[config.mk]
export PLATFORM = sky130hd
export DESIGN_NAME = wo_shadow_readback
export DESIGN_NICKNAME = d
export VERILOG_FILES = /design/src/rtl/wo_rb_pkg.sv /design/src/rtl/pic_shadow.sv /design/src/rtl/dma_shadow.sv /design/src/rtl/seq_index.sv /design/src/rtl/wo_shadow_readback.sv
export SDC_FILE = /design/constraint.sdc
export NUM_CORES = 1
export LEC_CHECK = 0
export ABC_CLOCK_PERIOD_IN_PS = 3100
export CORE_ASPECT_RATIO = 0.8
export CORE_MARGIN = 2
export CORE_UTILIZATION = 30
export DETAILED_ROUTE_END_ITERATION = 8
export HOLD_SLACK_MARGIN = 0.1
export MAX_ROUTING_LAYER = met4
export PLACE_DENSITY = 0.47
export RECOVER_POWER = 25
export SLEW_MARGIN = 20
export SYNTH_ARGS = -nofsm -noshare
export SYNTH_HDL_FRONTEND = slang
export SYNTH_SLANG_ARGS = --single-unit
[constraint.sdc]
create_clock -name clk -period 3.1 [get_ports clk]
set_input_delay 0.62 -clock clk [delete_from_list [all_inputs] [get_ports clk]]
set_output_delay 0.62 -clock clk [all_outputs]
set_load 0.01 [all_outputs]
[src/rtl/wo_rb_pkg.sv]
// Package: shared types, widths and readback views for the shadow readback block.
// Assumes an 8-bit I/O data path.
package wo_rb_pkg;

    localparam int DATA_W = 8;

    // Initialization sequence state of one interrupt controller
    typedef enum logic [1:0] {
        INIT_IDLE = 2'd0,
        INIT_W2   = 2'd1,
        INIT_W3   = 2'd2,
        INIT_W4   = 2'd3
    } init_st_e;

    // Shadow copy of one interrupt controller's write-only words
    typedef struct packed {
        logic [DATA_W-1:0] icw2;
        logic [DATA_W-1:0] icw3;
        logic [DATA_W-1:0] icw4;
        logic [DATA_W-1:0] ocw1;
        logic [DATA_W-1:0] ocw2;
        logic [DATA_W-1:0] ocw3;
    } pic_shadow_t;

    localparam int PIC_WORDS = 6;

    // Readback value of ICW2: vector base only, low three bits forced low
    function automatic logic [DATA_W-1:0] view_icw2(input logic [DATA_W-1:0] v);
        return v & 8'hF8;
    endfunction

    // Readback value of ICW4: keep bits 4 and 1 only
    function automatic logic [DATA_W-1:0] view_icw4(input logic [DATA_W-1:0] v);
        return v & 8'h12;
    endfunction

    // Readback value of OCW2: bits 4:3 forced low
    function automatic logic [DATA_W-1:0] view_ocw2(input logic [DATA_W-1:0] v);
        return v & 8'hE7;
    endfunction

    // Readback value of OCW3: bit 7 low, bit 5 mirrors bit 6, bits 4:3 = 01
    function automatic logic [DATA_W-1:0] view_ocw3(input logic [DATA_W-1:0] v);
        return {1'b0, v[6], v[6], 2'b01, v[2:0]};
    endfunction

    // Readback value of DMA command: bits 5, 3, 1 and 0 forced low
    function automatic logic [DATA_W-1:0] view_dcmd(input logic [DATA_W-1:0] v);
        return v & 8'hD4;
    endfunction

endpackage

[src/rtl/pic_shadow.sv]
// Module: pic_shadow
// Snoops writes to one interrupt controller's command port (CMD_ADDR) and data
// port (CMD_ADDR+1), tracks its initialization sequence and stores every
// write-only word as written. Assumes one write per cycle that io_wr is high.
module pic_shadow
    import wo_rb_pkg::*;
#(
    parameter int                ADDR_W   = 16,
    parameter logic [ADDR_W-1:0] CMD_ADDR = 16'h0020
) (
    input  logic              clk,
    input  logic              rst_n,
    input  logic              io_wr,
    input  logic [ADDR_W-1:0] io_addr,
    input  logic [DATA_W-1:0] io_wdata,
    output pic_shadow_t       regs
);

    localparam logic [ADDR_W-1:0] DATA_ADDR = CMD_ADDR + ADDR_W'(1);

    init_st_e state;
    logic     single_q;
    logic     need4_q;

    logic cmd_wr;
    logic data_wr;
    logic is_icw1;

    // Decode the port a write targets
    always_comb begin
        cmd_wr  = io_wr && (io_addr == CMD_ADDR);
        data_wr = io_wr && (io_addr == DATA_ADDR);
        is_icw1 = cmd_wr && io_wdata[4];
    end

    // Initialization sequence tracker and ICW1 flags
    always_ff @(posedge clk) begin
        if (!rst_n) begin
            state    <= INIT_IDLE;
            single_q <= 1'b0;
            need4_q  <= 1'b0;
        end else if (is_icw1) begin
            state    <= INIT_W2;
            single_q <= io_wdata[1];
            need4_q  <= io_wdata[0];
        end else if (data_wr) begin
            unique case (state)
                INIT_W2: state <= !single_q ? INIT_W3 : (need4_q ? INIT_W4 : INIT_IDLE);
                INIT_W3: state <= need4_q ? INIT_W4 : INIT_IDLE;
                INIT_W4: state <= INIT_IDLE;
                default: state <= INIT_IDLE;
            endcase
        end
    end

    // Store each decoded word into its shadow register
    always_ff @(posedge clk) begin
        if (!rst_n) begin
            regs <= '0;
        end else if (data_wr && !is_icw1) begin
            unique case (state)
                INIT_W2: regs.icw2 <= io_wdata;
                INIT_W3: regs.icw3 <= io_wdata;
                INIT_W4: regs.icw4 <= io_wdata;
                default: regs.ocw1 <= io_wdata;
            endcase
        end else if (cmd_wr && !io_wdata[4]) begin
            if (io_wdata[3]) regs.ocw3 <= io_wdata;
            else             regs.ocw2 <= io_wdata;
        end
    end

    // a data write during ICW2 wait always leaves that state
    p_init_leaves_w2_r1: assert property (@(posedge clk) disable iff (!rst_n)
        (state == INIT_W2 && data_wr) |=> (state != INIT_W2));

    // single mode never passes through the ICW3 wait
    p_single_skips_w3_r2: assert property (@(posedge clk) disable iff (!rst_n)
        (state == INIT_W2 && data_wr && single_q) |=> (state != INIT_W3));

    // data writes during initialization leave OCW1 untouched
    p_ocw1_idle_only_r3: assert property (@(posedge clk) disable iff (!rst_n)
        (data_wr && state != INIT_IDLE) |=> $stable(regs.ocw1));

endmodule

[src/rtl/dma_shadow.sv]
// Module: dma_shadow
// Snoops writes to the upper DMA controller's command, request and mode ports
// and stores them. A mode write is routed by its low channel-code bits. Only
// the upper bits of a mode value are kept; the code is rebuilt on readback.
module dma_shadow
    import wo_rb_pkg::*;
#(
    parameter int                ADDR_W    = 16,
    parameter int                N_CH      = 4,
    parameter logic [ADDR_W-1:0] CMD_ADDR  = 16'h00D0,
    parameter logic [ADDR_W-1:0] REQ_ADDR  = 16'h00D2,
    parameter logic [ADDR_W-1:0] MODE_ADDR = 16'h00D6,
    localparam int               CH_W      = $clog2(N_CH)
) (
    input  logic                   clk,
    input  logic                   rst_n,
    input  logic                   io_wr,
    input  logic [ADDR_W-1:0]      io_addr,
    input  logic [DATA_W-1:0]      io_wdata,
    output logic [DATA_W-1:0]      cmd_q,
    output logic [DATA_W-1:0]      req_q,
    output logic [DATA_W-CH_W-1:0] mode_hi_q [N_CH]
);

    logic mode_wr;

    // Decode a mode-port write
    always_comb mode_wr = io_wr && (io_addr == MODE_ADDR);

    // Command and request shadows
    always_ff @(posedge clk) begin
        if (!rst_n) begin
            cmd_q <= '0;
            req_q <= '0;
        end else if (io_wr) begin
            if (io_addr == CMD_ADDR) cmd_q <= io_wdata;
            if (io_addr == REQ_ADDR) req_q <= io_wdata;
        end
    end

    for (genvar c = 0; c < N_CH; c++) begin : g_ch
        logic sel;

        // Channel select from the mode word's code bits
        always_comb sel = mode_wr && (io_wdata[CH_W-1:0] == CH_W'(c));

        // Per-channel mode shadow
        always_ff @(posedge clk) begin
            if (!rst_n)   mode_hi_q[c] <= '0;
            else if (sel) mode_hi_q[c] <= io_wdata[DATA_W-1:CH_W];
        end

        // a mode write with another channel code leaves this channel alone
        p_mode_route_r4: assert property (@(posedge clk) disable iff (!rst_n)
            (mode_wr && io_wdata[CH_W-1:0] != CH_W'(c)) |=> $stable(mode_hi_q[c]));
    end

endmodule

[src/rtl/seq_index.sv]
// Module: seq_index
// Read pointer for one readback port: zero while the mode is off, advances on
// each read step and wraps after DEPTH entries. Assumes DEPTH >= 2.
module seq_index #(
    parameter int  DEPTH = 12,
    localparam int IDX_W = $clog2(DEPTH)
) (
    input  logic             clk,
    input  logic             rst_n,
    input  logic             en,
    input  logic             step,
    output logic [IDX_W-1:0] idx
);

    localparam logic [IDX_W-1:0] LAST = IDX_W'(DEPTH - 1);

    // Pointer update: clear when disabled, wrap at the last entry
    always_ff @(posedge clk) begin
        if (!rst_n || !en)  idx <= '0;
        else if (step)      idx <= (idx == LAST) ? '0 : idx + IDX_W'(1);
    end

    // pointer never leaves the list
    p_idx_in_range_r10: assert property (@(posedge clk) disable iff (!rst_n)
        idx <= LAST);

    // pointer is zero in the cycle after the mode was off
    p_idx_cleared_r10: assert property (@(posedge clk) disable iff (!rst_n)
        !en |=> idx == '0);

    // pointer holds when there is no read of its port
    p_idx_holds_r10: assert property (@(posedge clk) disable iff (!rst_n)
        (en && !step) |=> $stable(idx));

endmodule

[src/rtl/wo_shadow_readback.sv]
// Module: wo_shadow_readback (top)
// Shadows the write-only words of a master/slave interrupt controller pair and
// the upper DMA controller. While alt_mode_en is high, it plays them back in a
// fixed order on reads of the master command port and the DMA command port,
// with reserved bits replaced. io_rdata is combinational; a read is counted on
// each clock edge where io_rd is high.
module wo_shadow_readback
    import wo_rb_pkg::*;
#(
    parameter int                ADDR_W     = 16,
    parameter logic [ADDR_W-1:0] PIC_M_ADDR = 16'h0020,
    parameter logic [ADDR_W-1:0] PIC_S_ADDR = 16'h00A0,
    parameter logic [ADDR_W-1:0] DMA_CMD    = 16'h00D0,
    parameter logic [ADDR_W-1:0] DMA_REQ    = 16'h00D2,
    parameter logic [ADDR_W-1:0] DMA_MODE   = 16'h00D6,
    parameter int                N_DMA_CH   = 4
) (
    input  logic              clk,
    input  logic              rst_n,
    input  logic              alt_mode_en,
    input  logic [ADDR_W-1:0] io_addr,
    input  logic [7:0]        io_wdata,
    input  logic              io_wr,
    input  logic              io_rd,
    output logic [7:0]        io_rdata
);

    localparam int N_PIC   = 2;
    localparam int PIC_LEN = N_PIC * PIC_WORDS;
    localparam int DMA_LEN = 2 + N_DMA_CH;
    localparam int CH_W    = $clog2(N_DMA_CH);
    localparam int PIDX_W  = $clog2(PIC_LEN);
    localparam int DIDX_W  = $clog2(DMA_LEN);

    pic_shadow_t              pic_regs  [N_PIC];
    logic [DATA_W-1:0]        dma_cmd_q;
    logic [DATA_W-1:0]        dma_req_q;
    logic [DATA_W-CH_W-1:0]   dma_mode_q [N_DMA_CH];
    logic [DATA_W-1:0]        pic_view  [PIC_LEN];
    logic [DATA_W-1:0]        dma_view  [DMA_LEN];
    logic [PIDX_W-1:0]        pic_idx;
    logic [DIDX_W-1:0]        dma_idx;
    logic                     rd_pic;
    logic                     rd_dma;

    // One shadow per interrupt controller, master first
    for (genvar g = 0; g < N_PIC; g++) begin : g_pic
        pic_shadow #(
            .ADDR_W   (ADDR_W),
            .CMD_ADDR ((g == 0) ? PIC_M_ADDR : PIC_S_ADDR)
        ) i_pic_shadow (
            .clk      (clk),
            .rst_n    (rst_n),
            .io_wr    (io_wr),
            .io_addr  (io_addr),
            .io_wdata (io_wdata),
            .regs     (pic_regs[g])
        );
    end

    dma_shadow #(
        .ADDR_W    (ADDR_W),
        .N_CH      (N_DMA_CH),
        .CMD_ADDR  (DMA_CMD),
        .REQ_ADDR  (DMA_REQ),
        .MODE_ADDR (DMA_MODE)
    ) i_dma_shadow (
        .clk       (clk),
        .rst_n     (rst_n),
        .io_wr     (io_wr),
        .io_addr   (io_addr),
        .io_wdata  (io_wdata),
        .cmd_q     (dma_cmd_q),
        .req_q     (dma_req_q),
        .mode_hi_q (dma_mode_q)
    );

    // Qualify reads that step a readback list
    always_comb begin
        rd_pic = alt_mode_en && io_rd && (io_addr == PIC_M_ADDR);
        rd_dma = alt_mode_en && io_rd && (io_addr == DMA_CMD);
    end

    seq_index #(.DEPTH(PIC_LEN)) i_pic_idx (
        .clk   (clk),
        .rst_n (rst_n),
        .en    (alt_mode_en),
        .step  (rd_pic),
        .idx   (pic_idx)
    );

    seq_index #(.DEPTH(DMA_LEN)) i_dma_idx (
        .clk   (clk),
        .rst_n (rst_n),
        .en    (alt_mode_en),
        .step  (rd_dma),
        .idx   (dma_idx)
    );

    // Interrupt readback list with reserved bits replaced
    always_comb begin
        for (int p = 0; p < N_PIC; p++) begin
            pic_view[p*PIC_WORDS + 0] = view_icw2(pic_regs[p].icw2);
            pic_view[p*PIC_WORDS + 1] = pic_regs[p].icw3;
            pic_view[p*PIC_WORDS + 2] = view_icw4(pic_regs[p].icw4);
            pic_view[p*PIC_WORDS + 3] = pic_regs[p].ocw1;
            pic_view[p*PIC_WORDS + 4] = view_ocw2(pic_regs[p].ocw2);
            pic_view[p*PIC_WORDS + 5] = view_ocw3(pic_regs[p].ocw3);
        end
    end

    // DMA readback list with channel codes rebuilt
    always_comb begin
        dma_view[0] = view_dcmd(dma_cmd_q);
        dma_view[1] = dma_req_q;
        for (int c = 0; c < N_DMA_CH; c++) begin
            dma_view[2 + c] = {dma_mode_q[c], CH_W'(c)};
        end
    end

    // Read data multiplexer
    always_comb begin
        if (rd_pic)      io_rdata = pic_view[pic_idx];
        else if (rd_dma) io_rdata = dma_view[dma_idx];
        else             io_rdata = '0;
    end

    // ICW2 low bits and ICW4 reserved bits read as zero
    p_icw_rsvd_r7: assert property (@(posedge clk) disable iff (!rst_n)
        (rd_pic && (pic_idx == 0 || pic_idx == PIDX_W'(PIC_WORDS))) |-> io_rdata[2:0] == 3'b000);
    p_icw4_rsvd_r7: assert property (@(posedge clk) disable iff (!rst_n)
        (rd_pic && (pic_idx == 2 || pic_idx == PIDX_W'(PIC_WORDS + 2))) |-> (io_rdata & 8'hED) == 8'h00);

    // OCW3 fixed and mirrored bits
    p_ocw3_rsvd_r8: assert property (@(posedge clk) disable iff (!rst_n)
        (rd_pic && (pic_idx == 5 || pic_idx == PIDX_W'(PIC_WORDS + 5)))
        |-> (io_rdata[7] == 1'b0 && io_rdata[4:3] == 2'b01 && io_rdata[5] == io_rdata[6]));

    // DMA command reserved bits read zero
    p_dcmd_rsvd_r9: assert property (@(posedge clk) disable iff (!rst_n)
        (rd_dma && dma_idx == 0) |-> (io_rdata & 8'h2B) == 8'h00);

    // mode words carry their channel code
    p_mode_code_r6: assert property (@(posedge clk) disable iff (!rst_n)
        (rd_dma && dma_idx >= 2) |-> io_rdata[CH_W-1:0] == CH_W'(dma_idx - DIDX_W'(2)));

    // nothing is returned outside the alternate mode
    p_quiet_off_r11: assert property (@(posedge clk) disable iff (!rst_n)
        !alt_mode_en |-> io_rdata == 8'h00);

endmodule

* After elaboration in Yosys (flattened, before gate mapping)
Cells that the tools add are included.
** Cells by class
- Add/sub/neg operators :: 2
- Magnitude comparators :: 2
- Equal/unequal tests :: 18
- Mux-type cells :: 20
- Bitwise gates (word level) :: 8
- Reduce and logical (&&, ||, !) cells :: 45
** Operators with widths (number)
- 16-bit by 8-bit == test with 1-bit output, second input constant :: 5
- 8-bit 2-to-1 mux :: 6
- 8-bit binary-select mux with 4-bit select :: 1
- 16-bit by 6-bit == test with 1-bit output, second input constant :: 2
- 8-bit binary-select mux with 3-bit select :: 1
- 2-bit AND reduction :: 10
- 1-bit logical AND :: 18
- 2-bit == test, second input constant :: 6
- 3-bit AND reduction :: 4
- 2-bit 2-to-1 mux :: 4
- 2-bit case mux with 2 select lines :: 2
- 2-bit by 1-bit == test with 1-bit output, second input constant :: 3
- 1-bit NOT :: 6
- 3-bit OR reduction :: 2
- 5-bit >= comparator, second input constant :: 1
- 1-bit zero test :: 5
- 4-bit NOT with 5-bit output :: 1
- 4-bit by 1-bit adder with 4-bit output, second input constant :: 1
- 4-bit == test, second input constant :: 1
- 4-bit >= comparator, second input constant :: 1
- 1-bit 2-to-1 mux :: 4
- 4-bit 2-to-1 mux :: 1
- 3-bit NOT with 4-bit output :: 1
- 2-bit nonzero test :: 2
- 6 further kinds :: 7
** Storage, ports and cells
- Bits in registers :: 141
- Input port bits :: 29
- Logic and storage cells :: 123

* Depth between registers and ports, before layout
Gate-level depths: netlist (run 1).
- Depth in word-level cells :: 7
- Mapped depth :: 7
- Mapped depth without buffers :: 6

* Hierarchy
Synthesis (run 1) repeated with hierarchy kept, for this count alone.
** Unflattened totals
- Cell total of the unflattened synthesis :: 740
- Area, all modules :: 7161.9 um^2
** Modules (own cells, without submodules)
- pic_shadow at g_pic[0].i_pic_shadow :: times used 1, cells an instance 200, area each 2107.0 um^2, seq. area each 1021.0 um^2
- pic_shadow at g_pic[1].i_pic_shadow :: times used 1, cells an instance 200, area each 2093.3 um^2, seq. area each 1021.0 um^2
- dma_shadow :: times used 1, cells an instance 156, area each 1572.8 um^2, seq. area each 800.8 um^2
- wo_shadow_readback :: times used 1, cells an instance 153, area each 1077.3 um^2, seq. area each 0.0 um^2
- seq_index at i_pic_idx :: times used 1, cells an instance 19, area each 185.2 um^2, seq. area each 80.1 um^2
- seq_index at i_dma_idx :: times used 1, cells an instance 12, area each 126.4 um^2, seq. area each 60.1 um^2

* Worst setup path before layout (run 1)
No wires, ideal clock.
- Path kind :: input to output
- Start :: in io_addr[1]
- End :: out io_rdata[0]
- Data arrival time :: 2.362 ns
- Data required time :: 2.480 ns
- Path slack :: 0.118 ns
- Stages on the path :: 5
- Buffers on the path :: 1
- Cell sequence :: buf_2 > or4_4 > nor4_1 > nand2_1 > o41ai_1
** On the way
- Word-level cells in the longest chain between the ends :: 4
- Elaborated cells between the ends (all ways) :: 6
- Those cells by class :: 2 x eq/ne; 2 x mux; 2 x reduce/logical
** Ends and longest elaborated chain
- from (decl) :: line wo_shadow_readback.sv:21 : input logic [ADDR_W-1:0] io_addr,
- 16-bit by 8-bit == test with 1-bit output :: line wo_shadow_readback.sv:81 : rd_dma = alt_mode_en && io_rd && (io_addr == DMA_CMD);
- 1-bit logical AND :: line wo_shadow_readback.sv:81
- 8-bit 2-to-1 mux :: line wo_shadow_readback.sv:124 : else if (rd_dma) io_rdata = dma_view[dma_idx];
- 8-bit 2-to-1 mux (*) :: line wo_shadow_readback.sv:123 : if (rd_pic) io_rdata = pic_view[pic_idx];
- to (decl) :: line wo_shadow_readback.sv:25 : output logic [7:0] io_rdata
Every way passes the cells marked *; elsewhere a longest branch is shown, timed or not.

* Final worst setup path (run 1)
- Start :: in io_addr[0]
- End :: out io_rdata[6]
Same word-level chain as after synthesis.

==> results of run 1 <==
sequential cells by signal, summed over array words and instances (netlist names):
register,cells
g_pic.i_pic_shadow.regs,66
i_dma_shadow.mode_hi_q,24
i_dma_shadow.req_q,8
g_pic.i_pic_shadow.state,4
i_dma_shadow.cmd_q,4
i_pic_idx.idx,4
i_dma_idx.idx,3
g_pic.i_pic_shadow.need4_q,2
g_pic.i_pic_shadow.single_q,2
cells in the mapped netlist (4+ instances only):
library cell | n | area [um2]
a21oi_1 | 21 | 105
a221oi_1 | 5 | 43.8
a32o_1 | 5 | 50.1
buf_1 | 5 | 18.8
buf_2 | 5 | 25.0
clkbuf_1 | 33 | 124
dfxtp_1 | 117 | 2340
ha_1 | 9 | 113
inv_1 | 13 | 48.8
mux2_2 | 15 | 169
mux2i_1 | 111 | 1110
mux4_2 | 6 | 135
nand2_1 | 126 | 473
nand3_1 | 25 | 125
nand3_2 | 5 | 50.1
nand4_1 | 9 | 56.3
nor2_1 | 12 | 45.0
nor2b_1 | 8 | 50.1
nor3_1 | 6 | 30.0
nor4_1 | 6 | 37.5
o211ai_1 | 4 | 30.0
o21ai_0 | 23 | 115
o22ai_1 | 6 | 37.5
how the worst max path moves through the flow:
| stage | end | slack [ns] | depth (start not counted) | from |
|---|---|---|---|---|
| 2_1_floorplan | io_rdata[0] | 0.12 | 5 | io_addr[1] |
| 3_3_place_gp | io_rdata[0] | -0.89 | 8 | io_addr[13] |
| 3_5_place_dp | io_rdata[0] | -0.89 | 8 | io_addr[13] |
| 4_1_cts | io_rdata[3] | 0.005 | 8 | io_addr[8] |
| 5_1_grt | io_rdata[0] | -0.0007 | 9 | io_addr[11] |
| 6_report | io_rdata[6] | 0.02 | 8 | io_addr[0] |
per-stage QoR:
stage                     hold WS (ns)  util (%)  setup TNS, ns
after global routing             0.473      39.3      -0.000683
after detailed placement         0.450      36.1          -6.22
after floorplan                  0.431         -              0
after global placement           0.441      36.1          -6.06
after CTS                        0.458      39.4              0
final                            0.456      39.3              0
layer usage:
metal  part of all wire [%]  vias up  wire [um]  global-route usage (%)
met1                     52     2433       9480                    25.9
met5                      0        -          0                       -
met4                    1.1        0        201                    4.82
li1                       -     2449          -                       -
met2                     43       88       7920                    29.3
met3                    4.2       15        764                    4.13
area by class of cell:
class | instances | area (um2) | share of cell area, %
Tap cell | 258 | 323 | 4.30
Inverter | 13 | 48.8 | 0.650
Timing Repair Buffer | 104 | 888 | 11.8
Clock buffer | 19 | 443 | 5.90
Clock inverter | 13 | 85.1 | 1.13
Multi-Input combinational cell | 461 | 3380 | 45.0
Sequential cell | 117 | 2340 | 31.2
cell families after synthesis:
logic type	Yosys count	synth area share, %
adder cells (fa/ha/maj)	9	1.92
AND/OR/NAND/NOR	231	20.3
flip-flops	117	39.9
multiplexers	132	24.1
AO/OA/AOI/OAI	89	9.96
buffers and inverters	57	3.78
report_power, final:
group | switching [mW] | total, mW | internal (mW) | leakage [nW]
combinational | 0.0999 | 0.161 | 0.0607 | 2.01
sequential | 0.00000273 | 1.50 | 1.50 | 0.942
clock | 0.725 | 1.76 | 1.03 | 0.251
critical path, stage by stage:
cell and delay [ns]:
dlygate4sd2_1 0.25, or4_4 0.52, buf_6 0.14, or2_4 0.28
nor3_4 0.17, buf_6 0.17, a32o_2 0.20, buf_6 0.11
timing repair:
item                                    4_1_cts  5_1_grt
hold endpoints to repair                      0        0
cloned                                        1        0
endpoints found under the setup margin        8        8
gates resized for setup                      71        7
setup buffers                                 5        1
pin swaps                                    14        8
hold buffers                                  0        0
==> run_results.csv, run 1 <==
group,metric,value,unit
place,placed_cells,949,
floorplanning,die_h,129,um
power_and_ir_drop,fin_total_pwr,3.42,mW
floorplanning,die_area,20700,um2
power_and_ir_drop,ir_drop,0.000209,V
power_and_ir_drop,leakage,3.20,nW
job,maxCapViolations,0,
detailed_routing,wl_per_cell,18.6,um
cts,cts_tree,"yes",
critical_path,worstSetupEndpointType,"output pin",
place,gp_congestion,0.843,
place,portBuffers,36,
timing,min_period,3.08,ns
timing,finClkSkew,0.00552,ns
grt,antenna_found_initial,0,
grt,grt_remaining_overflow,0,
place,place_ws,-0.886,ns
power_and_ir_drop,powerDensity,456,nW/um2
logic_synthesis,synthArstFlopShare,0,%
critical_path,required,2.48,ns
critical_path,cp-start-kind,"input port",
final_layout,layout.cells.most_common,"nand2_1",
floorplanning,design.core.area,19100,um2
cts,clockBufferDepth,2,
timing,tightest_slew,0.744,ns
logic_synthesis,synth_cell_types,58,
final_layout,nets,752,
final_layout,fin_area,7510,um2
final_layout,num_antenna_cells,0,
cts,htreeDepth,4,
timing,layout_setup_ws,0.0185,ns
final_layout,mostFrequentLayoutCells,"nand2_1 (125), dfxtp_1 (117), mux2i_1 (111)",
critical_path,arrival,2.46,ns
final_layout,drive_gt1_share,22.4,%
critical_path,ff2ff_setup_slack,1.57,ns
logic_synthesis,yosysSeqAreaShare,39.9,%
place,dpl_cell_area,6890,um2
floorplanning,row_count,45,
timing,fmaxAchievable,325,MHz
min_path,min-delay-start,"g_pic[1].i_pic_shadow.regs[18]",
detailed_routing,ant_nets,0,
logic_synthesis,synth_nets,673,
floorplanning,io_pins,37,
detailed_routing,totalWireLength,18400,um
grt,grt_usage,19.2,%
critical_path,critPathKind,"input port to output pin",
detailed_routing,num_vias,4985,
critical_path,timing.rr.start,"i_pic_idx.idx[0]",
detailed_routing,routed_via_density,5.06,
min_path,holdPathEnd,"g_pic[1].i_pic_shadow.regs[18]",
logic_synthesis,synth_edf_count,0,
cts,clk_pin_slew,0.05,ns
logic_synthesis,syn_inst,635,
cts,root_buffer,"clkbuf_16",
critical_path,crit_fanout,6,
min_path,worstHoldPathCells,2,
final_layout,fill_cells,1909,
logic_synthesis,syn_avg_cell_area,9.24,um2
timing,rsz0062_at_grt,"true",
logic_synthesis,ys_ff_latch,117,
floorplanning,start_util,30.7,%
min_path,hold_class,"register to register",
final_layout,syn2layout_area_growth,28.0,%
final_layout,final_cells,985,
critical_path,r2r-end,"i_pic_idx.idx[3]",
grt,grt_pass1_wl,29100,um
timing,setup_violations,0,
timing,post-route-period-util,99.4,%
detailed_routing,drcViolationCount,0,
critical_path,r2r_cells,5,
floorplanning,fp.dieW,160,um
place,hpwl,13200,um
timing,slew_violations,0,
timing,hold_violations,0,
cts,clkSinkCount,117,
cts,cts_buffers,17,
detailed_routing,drt_iter0_markers,380,
run_status,outcome,"finished, final reports clean",
logic_synthesis,ys.flop_type,"dfxtp_1",
logic_synthesis,synth_area,5870,um2
logic_synthesis,ys_warn_count,0,
grt,grt_pass1_vias,5096,
detailed_routing,drtPass1Iterations,4,
cts,worst_skew_pair.late_latency,0.42,ns
timing,slew_headroom,50.3,%
grt,grt_max_degree,40,
Note: power is estimated with default switching activity, not from simulation.
==> run 2, diff against run 1 <==
--- a/config.mk
+++ b/config.mk
@@ -8,11 +8,12 @@
 export ABC_CLOCK_PERIOD_IN_PS = 3100
 export CORE_ASPECT_RATIO = 0.8
 export CORE_MARGIN = 2
-export CORE_UTILIZATION = 30
+export CORE_UTILIZATION = 52
+export CTS_CLUSTER_DIAMETER = 60
 export DETAILED_ROUTE_END_ITERATION = 8
 export HOLD_SLACK_MARGIN = 0.1
 export MAX_ROUTING_LAYER = met4
-export PLACE_DENSITY = 0.47
+export PLACE_DENSITY = 0.72
 export RECOVER_POWER = 25
 export SLEW_MARGIN = 20
 export SYNTH_ARGS = -nofsm -noshare
==> run 2 against run 1 <==
Effect of this change:
- critical path depth did not move
- sequential cell count unchanged
- hold slack worse by 0.0032 ns
- clock skew rose by 0.0024 ns
- via count increased by 5.1%
- non-clock buffer count is 9 higher
- first-iteration DRC count grew 6.8%
- critical endpoint is now io_rdata[3]
- largest cell class unchanged
==> run_results.csv, run 2 (synthesis results as in run 1) <==
group,metric,value,unit
run_status,outcome,"finished, final reports clean",
detailed_routing,drt_iter0_markers,406,
floorplanning,fp.dieW,123,um
grt,grt_remaining_overflow,0,
cts,clkSinkCount,117,
timing,fmaxAchievable,328,MHz
cts,htreeDepth,4,
timing,setup_tns,0,ns
detailed_routing,num_vias,5239,
final_layout,mostFrequentLayoutCells,"nand2_1 (125), dfxtp_1 (117), mux2i_1 (111)",
grt,grt_pass1_wl,27200,um
final_layout,largest_reg_flops,66,
final_layout,largestRegisters,"g_pic.i_pic_shadow.regs (66), i_dma_shadow.mode_hi_q (24), i_dma_shadow.req_q (8)",
floorplanning,row_count,34,
grt,grt_pass1_vias,5283,
cts,root_buffer,"clkbuf_16",
critical_path,crit_fanout,8,
timing,slew_violations,0,
timing,slew_headroom,54.8,%
grt,antenna_found_initial,0,
floorplanning,start_util,53.7,%
final_layout,syn2layout_area_growth,26.5,%
floorplanning,io_pins,37,
power_and_ir_drop,ir_drop,0.000434,V
detailed_routing,wl_per_cell,19.4,um
floorplanning,die_h,99.0,um
timing,tightest_slew,0.676,ns
critical_path,worstSetupEndpointType,"output pin",
final_layout,drive_gt1_share,22.6,%
detailed_routing,totalWireLength,17100,um
grt,grt_max_degree,47,
power_and_ir_drop,leakage,3.22,nW
timing,post-route-period-util,98.4,%
cts,cts_buffers,17,
cts,worst_skew_pair.late_latency,0.42,ns
critical_path,required,2.48,ns
detailed_routing,ant_nets,0,
cts,cts_tree,"yes",
critical_path,critPathKind,"input port to output pin",
timing,finClkSkew,0.00794,ns
final_layout,nets,761,
detailed_routing,drtPass1Iterations,5,
timing,hold_violations,0,
power_and_ir_drop,powerDensity,492,nW/um2
cts,clk_pin_slew,0.05,ns
place,gp_congestion,0.924,
grt,grt_usage,30.4,%
min_path,hold_class,"register to register",
timing,min_period,3.05,ns
cts,hold_buffers,0,
detailed_routing,routed_via_density,5.97,
place,placed_cells,838,
detailed_routing,drcViolationCount,0,
place,portBuffers,36,
cts,clockBufferDepth,2,
final_layout,num_antenna_cells,0,
final_layout,layout.cells.most_common,"nand2_1",
timing,setup_violations,0,
critical_path,cp-start-kind,"input port",
job,maxCapViolations,0,
floorplanning,design.core.area,10900,um2
floorplanning,die_area,12200,um2
timing,finalHoldWorstSlack,0.452,ns
final_layout,top_register,"g_pic.i_pic_shadow.regs",
critical_path,arrival,2.43,ns
final_layout,final_cells,878,
place,hpwl,11600,um
[run 2: changes by cell type in the layout (fill, tap and decap cells not counted), sizes merged]
cell,previous run,this run
clkdlybuf4s15,5,3
dlymetal6s2s,0,1
clkbuf,19,26
bufinv,0,3
buf,77,81
dlygate4sd3,0,1
clkdlybuf4s50,15,14
clkinv,7,5
inv,14,13
clkinvlp,5,2
[run 2: layout make-up]
cell class                      count  area [um2]
Clock buffer                       20         467
Clock inverter                     10         130
Fill cell                         849        3510
Inverter                           13        48.8
Multi-Input combinational cell    461        3350
Sequential cell                   117        2340
Tap cell                          144         180
Timing Repair Buffer              113         901
[run 2: layer usage]
metal,wire length (um),global-route usage [%],share of wire [%]
met5,0,-,0
met1,7450,37.2,44
met2,8160,48.5,48
met4,307,11.1,1.8
met3,1170,7.41,6.8
[run 2: metrics by stage]
step / power [mW] / util [%] / cell area [um2] / setup slack, ns
final: 3.65 / 67.9 / 7420 / 0.0490
after global routing: 3.75 / 67.9 / 7420 / -0.000236
after detailed placement: 1.69 / 61.8 / 6760 / -0.725
after global placement: 1.68 / 61.8 / 6760 / -0.758
after floorplan: 1.60 / - / 5870 / 0.118
after CTS: 3.66 / 67.8 / 7420 / 0.00412
[run 2: what timing repair did]
item,4_1_cts,5_1_grt
pin swaps,11,8
setup endpoints to repair,8,8
gates resized for setup,57,9
buffers inserted,8,3
[run 2: path summary, 6_finish.rpt]
kind                                       from                             to  slack, ns  cells after the start
setup / recovery                    io_addr[15]                    io_rdata[3]       0.05                      8
hold / removal    g_pic[1].i_pic_shadow.regs[9]  g_pic[1].i_pic_shadow.regs[9]       0.45                      2
setup reg to reg               i_pic_idx.idx[1]               i_pic_idx.idx[3]       1.41                      6
hold reg to reg   g_pic[1].i_pic_shadow.regs[9]  g_pic[1].i_pic_shadow.regs[9]       0.45                      2
[run 2: critical path, stage by stage]
cell           delay (ns)
dlygate4sd2_1        0.25
or4_4                0.51
buf_6                0.15
or3_4                0.38
nor2_4               0.11
buf_12               0.14
a22o_1               0.14
buf_2                0.13
[run 2: where the power goes]
group          internal, mW  switching [mW]  leakage, nW  total (mW)
combinational        0.0578          0.0973         1.99       0.155
clock                  1.31           0.685        0.293        1.99
sequential             1.51      0.00000283        0.942        1.51
